$ cat src/rtl/ecpx_pkg.sv
package ecpx_pkg;
    localparam logic [2:0] MODE_ECP = 3'b011;
    localparam logic [2:0] MODE_CFG = 3'b111;
    localparam logic [7:0] ID_BYTE  = 8'h10;

    typedef struct packed {
        logic [2:0] mode;
        logic       err_mask;
        logic       dma_en;
        logic       svc_flag;
        logic       err_pulse;
        logic       svc_pulse;
    } ecr_state_t;

    localparam ecr_state_t ECR_RESET = '{
        mode: 3'b000, err_mask: 1'b0, dma_en: 1'b0, svc_flag: 1'b1,
        err_pulse: 1'b0, svc_pulse: 1'b0
    };
endpackage

$ cat src/rtl/ecpx_fault_sync.sv
module ecpx_fault_sync #(
    parameter int SYNC_STAGES = 2
) (
    input  logic clk,
    input  logic rst_n,
    input  logic nfault,
    output logic level,
    output logic fall
);
    localparam int SH_W = SYNC_STAGES + 1;

    logic [SH_W-1:0] sh_d, sh_q;

    always_comb begin
        sh_d = {sh_q[SH_W-2:0], nfault};
    end

    always_ff @(posedge clk or negedge rst_n) begin
        if (!rst_n) sh_q <= '1;
        else        sh_q <= sh_d;
    end

    assign level = sh_q[SYNC_STAGES-1];
    assign fall  = sh_q[SYNC_STAGES] & ~sh_q[SYNC_STAGES-1];
endmodule

$ cat src/rtl/ecpx_svc_event.sv
module ecpx_svc_event (
    input  logic dma_en,
    input  logic port_reverse,
    input  logic dma_tc,
    input  logic wr_fifo_thresh,
    input  logic rd_fifo_thresh,
    output logic event_hit
);
    logic thresh_sel;

    always_comb begin
        thresh_sel = port_reverse ? rd_fifo_thresh : wr_fifo_thresh;
        event_hit  = dma_en ? dma_tc : thresh_sel;
    end
endmodule

$ cat src/rtl/ecpx_ctrl_regs.sv
module ecpx_ctrl_regs
    import ecpx_pkg::*;
#(
    parameter int         ADDR_W      = 11,
    parameter int         BASE_ADDR   = 'h400,
    parameter int         SYNC_STAGES = 2,
    parameter logic [2:0] IRQ_CODE    = 3'd5,
    parameter logic [2:0] DMA_CODE    = 3'd1
) (
    input  logic              clk,
    input  logic              rst_n,
    input  logic [ADDR_W-1:0] host_addr,
    input  logic              host_wr,
    input  logic              host_rd,
    input  logic [7:0]        host_wdata,
    output logic [7:0]        host_rdata,
    input  logic              nfault,
    input  logic              dma_tc,
    input  logic              wr_fifo_thresh,
    input  logic              rd_fifo_thresh,
    input  logic              port_reverse,
    output logic [2:0]        mode_sel,
    output logic              dma_allow,
    output logic              err_irq,
    output logic              svc_irq,
    output logic              irq_out
);
    localparam logic [ADDR_W-1:0] OFF_ID  = ADDR_W'(BASE_ADDR);
    localparam logic [ADDR_W-1:0] OFF_CFG = ADDR_W'(BASE_ADDR + 1);
    localparam logic [ADDR_W-1:0] OFF_ECR = ADDR_W'(BASE_ADDR + 2);

    ecr_state_t st_d, st_q;

    logic fault_level, fault_fall, svc_event;
    logic ecr_wr, rearm_hit, edge_hit, svc_fire, cfg_vis;
    logic [1:0] wdata_unused;

    assign wdata_unused = host_wdata[1:0];

    ecpx_fault_sync #(.SYNC_STAGES(SYNC_STAGES)) u_sync (
        .clk    (clk),
        .rst_n  (rst_n),
        .nfault (nfault),
        .level  (fault_level),
        .fall   (fault_fall)
    );

    ecpx_svc_event u_evt (
        .dma_en         (st_q.dma_en),
        .port_reverse   (port_reverse),
        .dma_tc         (dma_tc),
        .wr_fifo_thresh (wr_fifo_thresh),
        .rd_fifo_thresh (rd_fifo_thresh),
        .event_hit      (svc_event)
    );

    always_comb begin
        st_d           = st_q;
        st_d.err_pulse = 1'b0;
        st_d.svc_pulse = 1'b0;

        ecr_wr    = host_wr && (host_addr == OFF_ECR);
        rearm_hit = ecr_wr && st_q.err_mask && !host_wdata[4]
                    && !fault_level && (host_wdata[7:5] == MODE_ECP);
        edge_hit  = fault_fall && !st_q.err_mask && (st_q.mode == MODE_ECP);
        svc_fire  = !st_q.svc_flag && svc_event;

        if (ecr_wr) begin
            st_d.mode     = host_wdata[7:5];
            st_d.err_mask = host_wdata[4];
            st_d.dma_en   = host_wdata[3];
            st_d.svc_flag = host_wdata[2];
        end

        st_d.err_pulse = rearm_hit || edge_hit;

        if (svc_fire) begin
            st_d.svc_flag  = 1'b1;
            st_d.svc_pulse = 1'b1;
        end
    end

    always_ff @(posedge clk or negedge rst_n) begin
        if (!rst_n) st_q <= ECR_RESET;
        else        st_q <= st_d;
    end

    always_comb begin
        cfg_vis    = (st_q.mode == MODE_CFG);
        host_rdata = 8'h00;
        if (host_rd) begin
            unique case (host_addr)
                OFF_ID:  host_rdata = cfg_vis ? ID_BYTE : 8'h00;
                OFF_CFG: host_rdata = cfg_vis ? {1'b0, irq_out, IRQ_CODE, DMA_CODE} : 8'h00;
                OFF_ECR: host_rdata = {st_q.mode, st_q.err_mask, st_q.dma_en,
                                       st_q.svc_flag, 2'b00};
                default: host_rdata = 8'h00;
            endcase
        end
    end

    assign mode_sel  = st_q.mode;
    assign dma_allow = st_q.dma_en && !st_q.svc_flag;
    assign err_irq   = st_q.err_pulse;
    assign svc_irq   = st_q.svc_pulse;
    assign irq_out   = st_q.err_pulse || st_q.svc_pulse;

    // a fault pulse follows a cycle in which the synchronized line was low
    p_err_after_low_r5: assert property (@(posedge clk) disable iff (!rst_n)
        err_irq |-> $past(!fault_level));

    // edge pulses need extended mode, unless a control write selected it
    p_err_mode_r4: assert property (@(posedge clk) disable iff (!rst_n)
        err_irq |-> ($past(st_q.mode) == MODE_ECP || $past(ecr_wr)));

    // pulses last one cycle
    p_err_single_r11: assert property (@(posedge clk) disable iff (!rst_n)
        err_irq |=> !err_irq);
    p_svc_single_r11: assert property (@(posedge clk) disable iff (!rst_n)
        svc_irq |=> !svc_irq);

    // a service pulse leaves the flag set and needed it clear before
    p_svc_flag_r7: assert property (@(posedge clk) disable iff (!rst_n)
        svc_irq |-> (st_q.svc_flag && $past(!st_q.svc_flag)));

    // the flag rises without a pulse only through a control write
    p_flag_write_r9: assert property (@(posedge clk) disable iff (!rst_n)
        ($rose(st_q.svc_flag) && !svc_irq) |-> $past(ecr_wr));
endmodule

$ cat config.mk
export PLATFORM = sky130hd
export DESIGN_NAME = ecpx_ctrl_regs
export DESIGN_NICKNAME = d
export VERILOG_FILES = /design/src/rtl/ecpx_pkg.sv /design/src/rtl/ecpx_fault_sync.sv /design/src/rtl/ecpx_svc_event.sv /design/src/rtl/ecpx_ctrl_regs.sv
export SDC_FILE = /design/constraint.sdc
export NUM_CORES = 1
export LEC_CHECK = 0
export BUFFER_PORTS_ARGS = -buffer_cell sky130_fd_sc_hd__buf_2
export CELL_PAD_IN_SITES_DETAIL_PLACEMENT = 0
export CELL_PAD_IN_SITES_GLOBAL_PLACEMENT = 2
export CORE_MARGIN = 2
export CORE_UTILIZATION = 22
export DETAILED_ROUTE_END_ITERATION = 6
export PLACE_DENSITY_LB_ADDON = 0.1
export SYNTH_ARGS = -nofsm -noshare
export SYNTH_HDL_FRONTEND = slang
export SYNTH_SLANG_ARGS = --single-unit
$ cat constraint.sdc
create_clock -name clk -period 4.6 [get_ports clk]
set_input_delay 1.38 -clock clk [delete_from_list [all_inputs] [get_ports clk]]
set_output_delay 1.38 -clock clk [all_outputs]
set_load 0.01 [all_outputs]
==> results of run 1 <==
[layout by cell type (no fill, tap or decap), drive strengths merged, types with 3 or more instances in the layout]
cell type / count
mux2: 5
nor2b: 5
nor2: 4
clkbuf: 4
buf: 39
dfstp: 4
dfrtp: 7
nand2: 3
or4: 3
[worst max-delay path, cell delays in order]
cell and delay (ns):
sky130_fd_sc_hd__buf_2 0.10, sky130_fd_sc_hd__or4_4 0.56, sky130_fd_sc_hd__or4_1 0.65, sky130_fd_sc_hd__nor3_2 0.21
sky130_fd_sc_hd__buf_2 0.15
[cells by family (layout without fill, tap and decap cells)]
family,after synthesis,in the layout,share of synthesized area [%]
simple gates,29,29,33.6
other cells,1,1,0.563
compound gates,8,8,7.33
buf+inv,7,45,6.39
mux,6,6,9.96
flops,11,11,42.1
[stage by stage]
step                      util (%)  instances
after floorplan                  -         62
after global placement        30.8        127
after detailed placement      30.8        127
after CTS                     31.8        131
final                         31.8        131
after global routing          31.8        131
[registers in the layout, summed over array words and instances, names as in the netlist]
name / flops
err_irq: 1
u_sync.sh_q: 3
svc_irq: 1
st_q: 3
mode_sel: 3
[layout make-up]
class / instances / area, sq um / area share [%]
Clock buffer: 4 / 26.3 / 2.95
Inverter: 2 / 7.51 / 0.843
Multi-Input combinational cell: 44 / 343 / 38.5
Sequential cell: 11 / 280 / 31.5
Tap cell: 31 / 38.8 / 4.35
Timing Repair Buffer: 39 / 195 / 21.9
[worst max path at each step]
stage	from	cells past startpoint	slack, ns	endpoint
detailed placement	host_addr[6]	5	0.15	host_rdata[6]
floorplan	host_addr[6]	4	0.42	host_rdata[6]
finish	host_addr[6]	5	0.17	host_rdata[6]
global route	host_addr[6]	5	0.08	host_rdata[4]
CTS	host_addr[6]	5	0.15	host_rdata[5]
global placement	host_addr[6]	5	0.15	host_rdata[6]
[routing by layer]
metal  track usage [%]  part of all wire [%]  routed length (um)  vias up
li1                  -                     -                   -      301
met1              13.4                    42                 695      271
met2              15.9                    51                 833       19
met3              2.62                   6.9                 113        0
met4              2.92                     0                   0        0
met5                 0                     0                   0        -
[power breakdown]
part	switching, mW	internal [mW]
Combinational	0.0106	0.0112
Clock	0.0313	0.0335
Sequential	0.00129	0.0998
==> impl_table.tex, run 1 <==
\begin{tabular}{lr}
\hline
Metric & Value \\
\hline
\multicolumn{2}{l}{\textbf{Routing}} \\
Count of antenna-violating nets left after detailed routing & 0 \\
Starting DRT DRC Count & 11 \\
Total number of vias & 591 \\
Number of iterations in the first detailed-routing pass & 4 \\
\# DRC & 0 \\
Total detailed-routing wirelength & 1640 um \\
Avg WL per Cell & 12.5 um \\
Per-cell via count in the routed design & 4.51 \\
\multicolumn{2}{l}{\textbf{Logic synthesis}} \\
Count of distinct cell types in the synthesized netlist & 29 \\
Number of synthesis warnings & 0 \\
Dominant cell by count in the synthesized netlist & sky130\_fd\_sc\_hd\_\_dfrtp\_1 \\
Number of flops mapped to enable cells by yosys & 0 \\
Number of nets in the synthesized netlist & 90 \\
Main synth FF type & sky130\_fd\_sc\_hd\_\_dfrtp\_1 \\
Post-synthesis average cell area & 10.7 sq um \\
Main area contributors after synthesis & sky130\_fd\_sc\_hd\_\_dfrtp\_1, sky130\_fd\_sc\_hd\_\_dfstp\_2, sky130\_fd\_sc\_hd\_\_mux2\_2 \\
Top cell type's share of synthesized area & 26.3\% \\
Library cell occupying the most area in the post-synthesis netlist & sky130\_fd\_sc\_hd\_\_dfrtp\_1 \\
Fraction of synthesis flops using an asynchronous set or reset pin & 100\% \\
Most used standard cells in the synthesized netlist & sky130\_fd\_sc\_hd\_\_dfrtp\_1, sky130\_fd\_sc\_hd\_\_mux2\_2, sky130\_fd\_sc\_hd\_\_nor2b\_1 \\
Cell area after technology mapping & 666 sq um \\
Proportion of synthesized chip area in sequential cells & 42.1\% \\
Number of flip-flops and latches in the synthesized netlist & 11 \\
Count of mapped cells out of synthesis & 62 \\
\multicolumn{2}{l}{\textbf{CTS}} \\
Num CTS Buffers & 3 \\
H-tree level count & 1 \\
Number of buffers inserted by post-CTS setup repair & 0 \\
Clock tree from TritonCTS & yes \\
Clock insertion delay at the later pin of the skew report & 0.26 ns \\
Clock input transition at the sequential cells of the worst setup and hold paths & 0.07 ns \\
Buffer levels on the longest clock path & 2 \\
Cell chosen for the clock root & sky130\_fd\_sc\_hd\_\_clkbuf\_4 \\
Post-cts repair resize count & 0 \\
Number of clock sinks & 11 \\
Number of buffers added to fix hold violations after cts & 0 \\
\multicolumn{2}{l}{\textbf{Power}} \\
Overall power after layout & 188 uW \\
Power density over the cells & 211 nW/um\^{}2 \\
VDD IR max & 0.000129 V \\
Leakage power figure & 0.430 nW \\
\multicolumn{2}{l}{\textbf{Placed design}} \\
Detailed Place HPWL & 1370 um \\
Setup slack after placement & 0.155 ns \\
Port bufs & 39 \\
GPL Wtd Cong & 0.691 \\
Placed cell areas & 865 sq um \\
\multicolumn{2}{l}{\textbf{STA}} \\
Final worst path period need & 4.43 ns \\
Tightest hold margin & 0.356 ns \\
Final Worst Setup Slack & 0.172 ns \\
Hold Fails Final Rpt & 0 \\
Final number of setup-violating endpoints & 0 \\
Setup TNS Final & 0 ns \\
Share of the cycle needed by the critical path after routing & 96.3\% \\
Worst Skew & 0.00170 ns \\
Total count of max-transition violations in the final report & 0 \\
Unrepaired setup endpoints after global routing & no \\
Highest clock frequency the design can meet & 226 MHz \\
\multicolumn{2}{l}{\textbf{Worst setup path}} \\
Peak fanout along the critical path & 7 \\
Internal reg-to-reg setup slack & 3.58 ns \\
Length in cells of the worst reg-to-reg path & 3 \\
Worst setup EP type & output pin \\
Worst Path Class, Setup & in -> out \\
RR Startpoint & u\_sync.sh\_q[2] \\
Req. time, crit path & 3.22 ns \\
Destination of the worst register-to-register timing path & err\_irq \\
Element type at the critical path start & primary input \\
Crit path DAT & 3.05 ns \\
\multicolumn{2}{l}{\textbf{Job}} \\
\# Max-Cap Violations & 0 \\
\multicolumn{2}{l}{\textbf{Layout}} \\
Area of all placed cells without fillers & 891 sq um \\
Antenna Cells & 0 \\
Net count reported at finish & 129 \\
Proportion of layout cells with a drive suffix above 1 & 59.0\% \\
Fillcell total & 312 \\
Area delta synth->final & 33.8\% \\
\multicolumn{2}{l}{\textbf{Floorplan}} \\
Die outline area & 3480 sq um \\
\# IOs & 43 \\
Die boundary width & 59.0 um \\
Die Ht & 59.0 um \\
Number of standard-cell rows in the floorplan & 19 \\
Initial core utilization & 23.7\% \\
Area of the placeable core & 2810 sq um \\
\multicolumn{2}{l}{\textbf{Global routing}} \\
Total routing usage reported by global routing & 9.99\% \\
Global-route wire length before repair & 2630 um \\
Number of global-route vias before repair & 573 \\
Largest net degree at the start of global routing & 12 \\
Number of antenna violations at the first check in global routing & 0 \\
Remaining global-route overflow & 0 \\
\multicolumn{2}{l}{\textbf{Worst hold path}} \\
Hold Path Cell Cnt & 0 \\
Hold WC Path Type & reg -> reg \\
Sink of the worst hold path & u\_sync.sh\_q[1] \\
Worst min-delay path startpoint & u\_sync.sh\_q[0] \\
\multicolumn{2}{l}{\textbf{Outcome}} \\
Result of the run & complete, no violations \\
\hline
\end{tabular}
Power figures use the tool's default switching activity.
==> inputs of run 2 (changes only) <==
--- a/config.mk
+++ b/config.mk
@@ -8,7 +8,6 @@
 export BUFFER_PORTS_ARGS = -buffer_cell sky130_fd_sc_hd__buf_2
 export CELL_PAD_IN_SITES_DETAIL_PLACEMENT = 0
 export CELL_PAD_IN_SITES_GLOBAL_PLACEMENT = 2
-export CORE_MARGIN = 2
 export CORE_UTILIZATION = 22
 export DETAILED_ROUTE_END_ITERATION = 6
 export PLACE_DENSITY_LB_ADDON = 0.1
==> run 2 against run 1 <==
  * Power shrank 0.68%
  * Routed wire length shrank 2.7%
  * Setup slack lost 0.011 ns
  * First-iteration DRC count grew 100%
  * The flow now finishes with violations (design-rule violations)
  * Highest routed layer is now met4
  * Sequential share of layout area is the same
  * Global-route usage grew 0.96 points
  * Sequential power is essentially flat
==> impl_table.tex, run 2 (synthesis gave the netlist of run 1 again) <==
\begin{tabular}{lr}
\hline
Metric & Value \\
\hline
\multicolumn{2}{l}{\textbf{STA}} \\
Unrepaired setup endpoints after global routing & no \\
Worst Skew & 0.00270 ns (+0.000995 ns) \\
Final number of setup-violating endpoints & 0 (unchanged) \\
Total count of max-transition violations in the final report & 0 (unchanged) \\
Share of the cycle needed by the critical path after routing & 96.5\% (+0.24 points) \\
Setup TNS Final & 0 ns (unchanged) \\
Hold Fails Final Rpt & 0 (unchanged) \\
Final worst path period need & 4.44 ns (+0.0109 ns) \\
Highest clock frequency the design can meet & 225 MHz (-0.25\%) \\
\multicolumn{2}{l}{\textbf{Layout}} \\
Area delta synth->final & 33.8\% (unchanged) \\
Post-layout util & 31.8\% (unchanged) \\
Antenna Cells & 0 (unchanged) \\
Commonest cells after routing, fill and taps aside & sky130\_fd\_sc\_hd\_\_buf\_2, sky130\_fd\_sc\_hd\_\_dfrtp\_1, sky130\_fd\_sc\_hd\_\_nor2b\_1, sky130\_fd\_sc\_hd\_\_mux2\_2 \\
Commonest non-fill, non-tap cell in the layout & sky130\_fd\_sc\_hd\_\_buf\_2 \\
Net count reported at finish & 129 (unchanged) \\
Final instance count without filler cells & 131 (unchanged) \\
Area of all placed cells without fillers & 891 sq um (unchanged) \\
Proportion of layout cells with a drive suffix above 1 & 59.0\% (unchanged) \\
\multicolumn{2}{l}{\textbf{CTS}} \\
Cell chosen for the clock root & sky130\_fd\_sc\_hd\_\_clkbuf\_4 \\
Clock tree from TritonCTS & yes \\
Post-cts repair resize count & 0 (unchanged) \\
Number of buffers added to fix hold violations after cts & 0 (unchanged) \\
Num CTS Buffers & 3 (unchanged) \\
Number of buffers inserted by post-CTS setup repair & 0 (unchanged) \\
Clock input transition at the sequential cells of the worst setup and hold paths & 0.07 ns (about the same) \\
H-tree level count & 1 (unchanged) \\
Number of clock sinks & 11 (unchanged) \\
Clock insertion delay at the later pin of the skew report & 0.26 ns (about the same) \\
Buffer levels on the longest clock path & 2 (unchanged) \\
\multicolumn{2}{l}{\textbf{Placed design}} \\
Placed cell areas & 865 sq um (unchanged) \\
Port bufs & 39 (unchanged) \\
Detailed Place HPWL & 1310 um (-4.0\%) \\
Instance count after placement with tap cells included & 127 (unchanged) \\
GPL Wtd Cong & 0.731 (+5.7\%) \\
\multicolumn{2}{l}{\textbf{Worst setup path}} \\
Cell family with most CP delay & simple AND/OR/NAND/NOR gates \\
Ordered list of cells on the worst path & buf\_2 > or4\_4 > or4\_1 > nor3\_2 > buf\_2 \\
Setup crit start & host\_addr[6] \\
Largest stage delay, worst path & 0.65 ns (about the same) \\
RR Startpoint & st\_q[3] \\
Req. time, crit path & 3.22 ns (about the same) \\
Worst setup EP type & output pin \\
Element type at the critical path start & primary input \\
Sum of buffers and inverters on the critical path & 2 (unchanged) \\
Library cell contributing the largest single delay on the critical path & sky130\_fd\_sc\_hd\_\_or4\_1 \\
Peak fanout along the critical path & 7 (unchanged) \\
Most numerous cell on the critical path & sky130\_fd\_sc\_hd\_\_buf\_2 \\
Crit path DAT & 3.06 ns (about the same) \\
Worst Path Class, Setup & in -> out \\
\multicolumn{2}{l}{\textbf{Global routing}} \\
GR Layer Usage met3 & 1.81\% (-0.81 points) \\
GR peak layer & met2 \\
Remaining global-route overflow & 0 (unchanged) \\
M2 GR Usage & 18.5\% (+2.6 points) \\
Number of global-route vias before repair & 618 (+7.9\%) \\
Total routing usage reported by global routing & 10.9\% (+0.96 points) \\
Number of antenna violations at the first check in global routing & 0 (unchanged) \\
Global-route wire length before repair & 2790 um (+6.1\%) \\
Largest net degree at the start of global routing & 12 (unchanged) \\
Met1 Usage GRT & 13.6\% (+0.25 points) \\
\multicolumn{2}{l}{\textbf{Routing}} \\
Starting DRT DRC Count & 22 (+11) \\
Number of iterations in the first detailed-routing pass & 6 (+2) \\
Total number of vias & 610 (+3.2\%) \\
Total detailed-routing wirelength & 1600 um (-2.7\%) \\
Count of antenna-violating nets left after detailed routing & 0 (unchanged) \\
Avg WL per Cell & 12.2 um (-2.7\%) \\
\# DRC & 9 (+9) \\
Per-cell via count in the routed design & 4.66 (+3.2\%) \\
\multicolumn{2}{l}{\textbf{Floorplan}} \\
Area of the placeable core & 2810 sq um (unchanged) \\
Initial core utilization & 23.7\% (unchanged) \\
Number of standard-cell rows in the floorplan & 19 (unchanged) \\
\# IOs & 43 (unchanged) \\
Die outline area & 3250 sq um (-6.7\%) \\
Die Ht & 57.0 um (-3.4\%) \\
Die boundary width & 57.0 um (-3.4\%) \\
\multicolumn{2}{l}{\textbf{Power}} \\
VDD IR max & 0.000114 V (-12\%) \\
Leakage power figure & 0.430 nW (unchanged) \\
Internal & 144 uW (about the same) \\
Switch share & 22.5\% (-0.54 points) \\
Power density over the cells & 209 nW/um\^{}2 (-0.68\%) \\
Part of the total power dissipated in the clock network & 33.9\% (-0.6 points) \\
Net Sw Power & 41.9 uW (-3.0\%) \\
Combinational fraction of design power & 11.8\% (+0.2 points) \\
Share of total power in sequential cells & 54.3\% (+0.5 points) \\
\multicolumn{2}{l}{\textbf{Outcome}} \\
Result of the run & complete, but fails checks \\
Violations in the final reports & design-rule violations \\
\multicolumn{2}{l}{\textbf{Job}} \\
\# Max-Cap Violations & 0 (unchanged) \\
\multicolumn{2}{l}{\textbf{Worst hold path}} \\
Worst min-delay path startpoint & u\_sync.sh\_q[0] \\
Hold WC Path Type & reg -> reg \\
\hline
\end{tabular}
run 2: metrics by stage:
stage / worst slack (ns) / hold WS (ns) / total power, mW
2_1_floorplan: 0.416 / 0.345 / 0.110
3_3_place_gp: 0.148 / 0.347 / 0.125
3_5_place_dp: 0.148 / 0.347 / 0.125
4_1_cts: 0.145 / 0.358 / 0.191
5_1_grt: 0.0937 / 0.367 / 0.198
6_report: 0.161 / 0.356 / 0.186
run 2: area by class of cell:
class                      instances  area, sq um
inverter                           2         7.51
multi-input combinational         44          343
tap                               31         38.8
sequential                        11          280
fill                             316         1910
clock buffer                       4         26.3
timing repair buffer              39          195
run 2: path summary, 6_finish.rpt:
check	endpoint	slack, ns	cells past startpoint
setup / recovery	host_rdata[6]	0.16	5
hold / removal	u_sync.sh_q[1]	0.36	0
setup reg to reg	st_q[2]	3.52	3
hold reg to reg	u_sync.sh_q[1]	0.36	0
max in group asynchronous	st_q[2]	3.36	1
min in group asynchronous	st_q[4]	0.98	1
run 2: power by group through the flow:
stage,registers (mW),clock network [mW],logic (mW)
after floorplan,0.102,0,0.00770
after global placement,0.103,0,0.0221
after detailed placement,0.103,0,0.0224
after CTS,0.101,0.0675,0.0224
after global routing,0.102,0.0714,0.0247
final,0.101,0.0632,0.0220
run 2: worst register-to-register path, stage by stage (launching register included):
cell	delay, ns
sky130_fd_sc_hd__dfrtp_1	0.42
sky130_fd_sc_hd__nor2b_1	0.15
sky130_fd_sc_hd__a211oi_1	0.31
sky130_fd_sc_hd__a211o_1	0.14
run 2: routing by layer:
metal | vias up | part of all wire [%]
met4 | 0 | 0.63
met3 | 2 | 6.1
met2 | 18 | 48
li1 | 300 | -
met1 | 290 | 45
met5 | - | 0
